--- config.mk ---
export PLATFORM = sky130hd
export DESIGN_NAME = rx_char_fifo
export DESIGN_NICKNAME = d
export VERILOG_FILES = /design/src/rtl/rxfifo_pkg.sv /design/src/rtl/rxfifo_ctrl.sv /design/src/rtl/rxfifo_store.sv /design/src/rtl/rx_char_fifo.sv
export SDC_FILE = /design/constraint.sdc
export NUM_CORES = 1
export LEC_CHECK = 0
export BUFFER_PORTS_ARGS = -buffer_cell sky130_fd_sc_hd__buf_2
export CORE_ASPECT_RATIO = 0.8
export CORE_MARGIN = 5
export CORE_UTILIZATION = 50
export DETAILED_ROUTE_END_ITERATION = 10
export PLACE_DENSITY_LB_ADDON = 0.15
export SETUP_SLACK_MARGIN = 0.5
export SLEW_MARGIN = 40
export SYNTH_ARGS = -nofsm -noshare
export SYNTH_HDL_FRONTEND = slang
export SYNTH_SLANG_ARGS = --single-unit
--- constraint.sdc ---
create_clock -name clk -period 3.2 [get_ports clk]
set_input_delay 0.48 -clock clk [delete_from_list [all_inputs] [get_ports clk]]
set_output_delay 0.48 -clock clk [all_outputs]
set_load 0.1 [all_outputs]
--- src/rtl/rxfifo_pkg.sv ---
package rxfifo_pkg;
  // Strobes from the control to the storage datapath.
  typedef struct packed {
    logic wrEn;      // store pushData at the write slot
    logic rdAdv;     // advance the read pointer
    logic ptrClear;  // flush: read pointer back to zero
  } storeCmd_t;
endpackage

--- src/rtl/rxfifo_ctrl.sv ---
module rxfifo_ctrl
  import rxfifo_pkg::*;
#(
  parameter int DEPTH   = 16,
  parameter int TRIGGER = 1,
  parameter int PTR_W   = $clog2(DEPTH),
  parameter int CNT_W   = PTR_W + 1
) (
  input  logic             clk,
  input  logic             rstN,
  input  logic             pushValid,
  input  logic             popStrobe,
  input  logic             cfgWrite,
  input  logic             cfgFifoEn,
  output storeCmd_t        cmd,
  output logic [PTR_W-1:0] capMask,
  output logic [CNT_W-1:0] count,
  output logic             full,
  output logic             empty,
  output logic             acceptReady,
  output logic             rxIrq,
  output logic             modeActive
);
  localparam logic [CNT_W-1:0] CAP_BUF  = CNT_W'(DEPTH);
  localparam logic [CNT_W-1:0] CAP_ONE  = CNT_W'(1);
  localparam logic [CNT_W-1:0] TRIG_LVL = CNT_W'(TRIGGER);

  logic             modeFifo;
  logic [CNT_W-1:0] capacity;
  logic [CNT_W-1:0] cntMid;
  logic             modeFlip, roomLeft, popTaken, pushTaken;
  logic             popClear, pushSet;

  always_comb begin
    capacity  = modeFifo ? CAP_BUF : CAP_ONE;
    capMask   = modeFifo ? PTR_W'(DEPTH - 1) : '0;
    modeFlip  = cfgWrite && (cfgFifoEn != modeFifo);
    roomLeft  = count < capacity;
    popTaken  = popStrobe && !modeFlip && (count != '0);
    cntMid    = count - CNT_W'(popTaken);
    pushTaken = pushValid && roomLeft && !modeFlip;
    popClear  = popStrobe && !modeFlip && ((cntMid + CAP_ONE) == TRIG_LVL);
    pushSet   = pushTaken && ((cntMid + CAP_ONE) == TRIG_LVL);
    cmd.wrEn     = pushTaken;
    cmd.rdAdv    = popTaken;
    cmd.ptrClear = modeFlip;
  end

  always_ff @(posedge clk) begin
    if (!rstN) begin
      count    <= '0;
      full     <= 1'b0;
      empty    <= 1'b1;
      rxIrq    <= 1'b0;
      modeFifo <= 1'b0;
    end else begin
      rxIrq <= pushSet | (rxIrq & ~popClear);
      if (modeFlip) begin
        count    <= '0;
        full     <= 1'b0;
        empty    <= 1'b1;
        modeFifo <= cfgFifoEn;
      end else begin
        count <= cntMid + CNT_W'(pushTaken);
        if (pushTaken)
          full <= (cntMid + CAP_ONE) == capacity;
        else if (popStrobe)
          full <= 1'b0;
        if (pushTaken)
          empty <= 1'b0;
        else if (popStrobe && cntMid == '0)
          empty <= 1'b1;
      end
    end
  end

  assign acceptReady = roomLeft;
  assign modeActive  = modeFifo;
endmodule

--- src/rtl/rxfifo_store.sv ---
module rxfifo_store
  import rxfifo_pkg::*;
#(
  parameter int DATA_W = 12,
  parameter int DEPTH  = 16,
  parameter int PTR_W  = $clog2(DEPTH)
) (
  input  logic              clk,
  input  logic              rstN,
  input  storeCmd_t         cmd,
  input  logic [PTR_W-1:0]  capMask,
  input  logic [PTR_W-1:0]  cntLow,
  input  logic [DATA_W-1:0] wrData,
  output logic [DATA_W-1:0] rdData
);
  logic [DATA_W-1:0] slots [DEPTH];
  logic [PTR_W-1:0]  rdPtr;
  logic [PTR_W-1:0]  wrSlot;

  assign wrSlot = (rdPtr + cntLow) & capMask;

  always_ff @(posedge clk) begin
    if (!rstN)
      rdPtr <= '0;
    else if (cmd.ptrClear)
      rdPtr <= '0;
    else if (cmd.rdAdv)
      rdPtr <= (rdPtr + PTR_W'(1)) & capMask;
  end

  for (genvar g = 0; g < DEPTH; g++) begin : gSlot
    always_ff @(posedge clk) begin
      if (!rstN)
        slots[g] <= '0;
      else if (cmd.wrEn && wrSlot == PTR_W'(g))
        slots[g] <= wrData;
    end
  end

  assign rdData = slots[rdPtr];
endmodule

--- src/rtl/rx_char_fifo.sv ---
module rx_char_fifo
  import rxfifo_pkg::*;
#(
  parameter int DATA_W  = 12,
  parameter int DEPTH   = 16,
  parameter int TRIGGER = 1
) (
  input  logic              clk,
  input  logic              rstN,
  input  logic              pushValid,
  input  logic [DATA_W-1:0] pushData,
  output logic              acceptReady,
  input  logic              popStrobe,
  output logic [DATA_W-1:0] popData,
  input  logic              cfgWrite,
  input  logic              cfgFifoEn,
  output logic              modeActive,
  output logic              full,
  output logic              empty,
  output logic              rxIrq
);
  localparam int PTR_W = $clog2(DEPTH);
  localparam int CNT_W = PTR_W + 1;

  storeCmd_t        cmd;
  logic [PTR_W-1:0] capMask;
  logic [CNT_W-1:0] count;

  rxfifo_ctrl #(.DEPTH(DEPTH), .TRIGGER(TRIGGER), .PTR_W(PTR_W), .CNT_W(CNT_W)) u_ctrl (
    .clk(clk), .rstN(rstN), .pushValid(pushValid), .popStrobe(popStrobe),
    .cfgWrite(cfgWrite), .cfgFifoEn(cfgFifoEn), .cmd(cmd), .capMask(capMask),
    .count(count), .full(full), .empty(empty), .acceptReady(acceptReady),
    .rxIrq(rxIrq), .modeActive(modeActive)
  );

  rxfifo_store #(.DATA_W(DATA_W), .DEPTH(DEPTH), .PTR_W(PTR_W)) u_store (
    .clk(clk), .rstN(rstN), .cmd(cmd), .capMask(capMask),
    .cntLow(count[PTR_W-1:0]), .wrData(pushData), .rdData(popData)
  );
endmodule

==> summary.md <==
| Metric | Value |
|---|---|
| Outcome | completed |
| Final TNS setup | 0 ns |
| Commonest non-fill, non-tap cells in the layout | nor2_1, edfxtp_1, buf_4, mux4_2, nand2_1 |
| Clk pin slew, worst setup/hold paths | 0.06 ns |
| Residual DRC | 0 |
| Final cycle utilization of the critical path | 92.3% |
| TritonCTS buffer count | 22 |
| Final Setup Violations | 0 |
| Number of diodes | 0 |
| GP Congestion | 0.843 |
| Yosys top cell by area | edfxtp_1 |
| Initial antenna violation count | 0 |
| Die width | 164 um |
| Commonest non-fill, non-tap cell in the layout | nor2_1 |
| Combinational share of power | 32.8% |
| Layout Cells excl Fill | 1,060 |
| Vias in the first global route | 6,204 |
| Initial Util | 50.4% |
| Pwr/cell area | 746 mW/mm^2 |
| Clock Tree Buf Depth | 3 |
| Hold_buf cts | 0 |
| Final Hold Fails | 0 |
| Slew Limit Fails | 0 |
| Post-Place Worst Slack | 0.129 ns |
| Die footprint | 0.0218 mm^2 |
| Syn avg cell area | 13.8 um^2 |
| Fillcell total | 1,427 |
| EDFF count, synth | 192 |
| Async set-reset flop share out of synthesis | 0% |
| DR iter-0 viols | 652 |
| First-pass DRT Iterations | 5 |
| Synth Instances | 687 |
| Share of cells above drive strength 1 | 32.2% |
| Synth top area share | 60.9% |
| # clock sinks | 209 |
| Gr ovfl total | 0 |
| Internal power | 5910 uW |
| Area of the mapped netlist | 0.00947 mm^2 |
| Largest net degree at the start of global routing | 29 |
| Yosys warns | 0 |
| DR top layer | met4 |
| Peak VDD IR | 0.528 mV |
| CP Launch Type | flip-flop |
| Static Leak | 0.00411 uW |
| #FFs+latches synth | 209 |
| IO Port Bufs | 34 |
| ANT nets after route | 0 |
| Most area-consuming cells after synthesis | edfxtp_1, mux4_2, nor2_1 |
| Post-DP HPWL | 16,400 um |
| Via density | 5.87 |
| Peak Freq | 0.339 GHz |
| Setup slack after layout | 0.248 ns |
| FP Rows | 45 |
| Clock power frac | 30.0% |
| Req. time, crit path | 2.72 ns |
| Clock latency on the worst-skew pair | 0.51 ns |
| Area after DPL | 0.0103 mm^2 |
| Max_slew headroom | 67.4% |
| Sequential Power Share | 37.2% |
| Design area | 0.0116 mm^2 |
| I/O pin count | 35 |
| Met2 wire length | 11,800 um |
| Global-route wire length before repair | 37,800 um |
| Core box area | 0.0188 mm^2 |
| Most used flip-flop cell after synthesis | edfxtp_1 |
| CTS tree | yes |
| Crit Path Category | reg2out |
| HP Class | in2reg |
| Slew @ Worst Pin | 0.492 ns |
| CP arrival | 2.47 ns |
| Met3 routed WL | 1960 um |
| Die height | 133 um |
| Switching Power | 2790 uW |
| Via Count | 6,221 |
| Switching share of power | 32.1% |
| GRT Util Overall | 23.5% |
| Area Growth Syn to Fin | 23.0% |
| Nets@finish | 817 |
| Critical path fanouts, max | 5 |
| Fin crit period | 2.95 ns |
| Multi-input gate area | 0.00332 mm^2 |
| Sequential area share after synthesis | 64.5% |
| Max-cap violations | 0 |
| Skew final | 0.0241 ns |
| DP Cell Count | 996 |
| Final WL | 25,100 um |
| Distinct cells, synth | 41 |
| Crit end category | output pin |
| Reg area | 0.00612 mm^2 |
| WL/cell | 23.7 um |
| CTS root buffer | clkbuf_16 |
| Htree depth | 1 |
| Wl on met1 | 10,700 um |
| Mapped Nets | 717 |
| RSZ-0062 raised after global routing | yes |
-- logic make-up after synthesis --
logic type	Yosys count	share of synthesized area (%)
compound gates	36	2.15
buf+inv	51	2.33
fa+ha+maj	12	1.66
mux	63	14.6
simple gates	297	13.0
xor+xnor	19	1.76
flops	209	64.5
-- power by group through the flow --
stage,registers [uW],clock network (uW),logic (uW)
4_1_cts,3230,2650,2750
3_5_place_dp,3310,0,2280
2_1_floorplan,3340,0,1700
6_report,3240,2610,2850
3_3_place_gp,3300,0,2260
5_1_grt,3250,2770,3010
-- cell usage after synthesis (5+ instances only) --
cell	count
nor2_1	208
edfxtp_1	192
mux4_2	60
nand2_1	50
clkbuf_1	27
o21ai_0	21
dfxtp_1	17
ha_1	11
xnor2_1	11
nand2_2	10
inv_1	9
nand3_1	9
buf_2	8
xor2_1	8
a21oi_1	5
-- worst paths after layout --
kind	from	end	slack, ns	cells after the start
worst max-delay path	flip-flop	popData[4]	0.25	6
worst max register to register	u_ctrl.count[0]	u_ctrl.full	0.58	12
worst min register to register	u_ctrl.empty	u_ctrl.empty	0.51	2
worst min-delay path	cfgFifoEn	u_ctrl.modeActive	0.28	3
-- area by class of cell --
cell class                 instances  area share [%]
timing repair buffer             118            9.52
multi-input combinational        427            28.5
clock inverter                    15            1.58
sequential                       209            52.5
inverter                           9           0.290
clock buffer                      24            4.79
tap                              258            2.77
-- stage by stage --
step | hold WS, ns | utilization (%) | power, uW
2_1_floorplan | 0.527 | - | 5040
3_3_place_gp | 0.480 | 54.9 | 5550
3_5_place_dp | 0.484 | 54.9 | 5590
4_1_cts | 0.266 | 61.0 | 8630
5_1_grt | 0.328 | 61.9 | 9030
6_report | 0.283 | 61.9 | 8690
-- layer usage --
metal	track usage, %	vias up
li1	-	2709
met3	4.30	55
met5	0	-
met4	5.64	0
met2	36.3	287
met1	34.9	3170
-- critical path, stage by stage, from the launching register on --
cell and delay (ns):
dfxtp_4 0.38, buf_12 0.13, buf_12 0.11, buf_16 0.12
mux4_2 0.48, mux4_2 0.54, buf_12 0.20
-- flip-flops by register name (all words and copies together), names as in the netlist, named ones only --
signal,cells
u_ctrl.count,5
u_store.rdPtr,4
u_ctrl.full,1
u_ctrl.rxIrq,1
u_ctrl.modeActive,1
u_ctrl.empty,1
u_store.slots,192
-- repair_timing --
| action | CTS | global route |
|---|---|---|
| resized for setup | 52 | 17 |
| gates cloned | 4 | 1 |
| setup endpoints to repair | 50 | 199 |
| pin swaps | 3 | 8 |
| buffers inserted | 10 | 10 |
No activity file was read; power rests on OpenSTA's default activity.
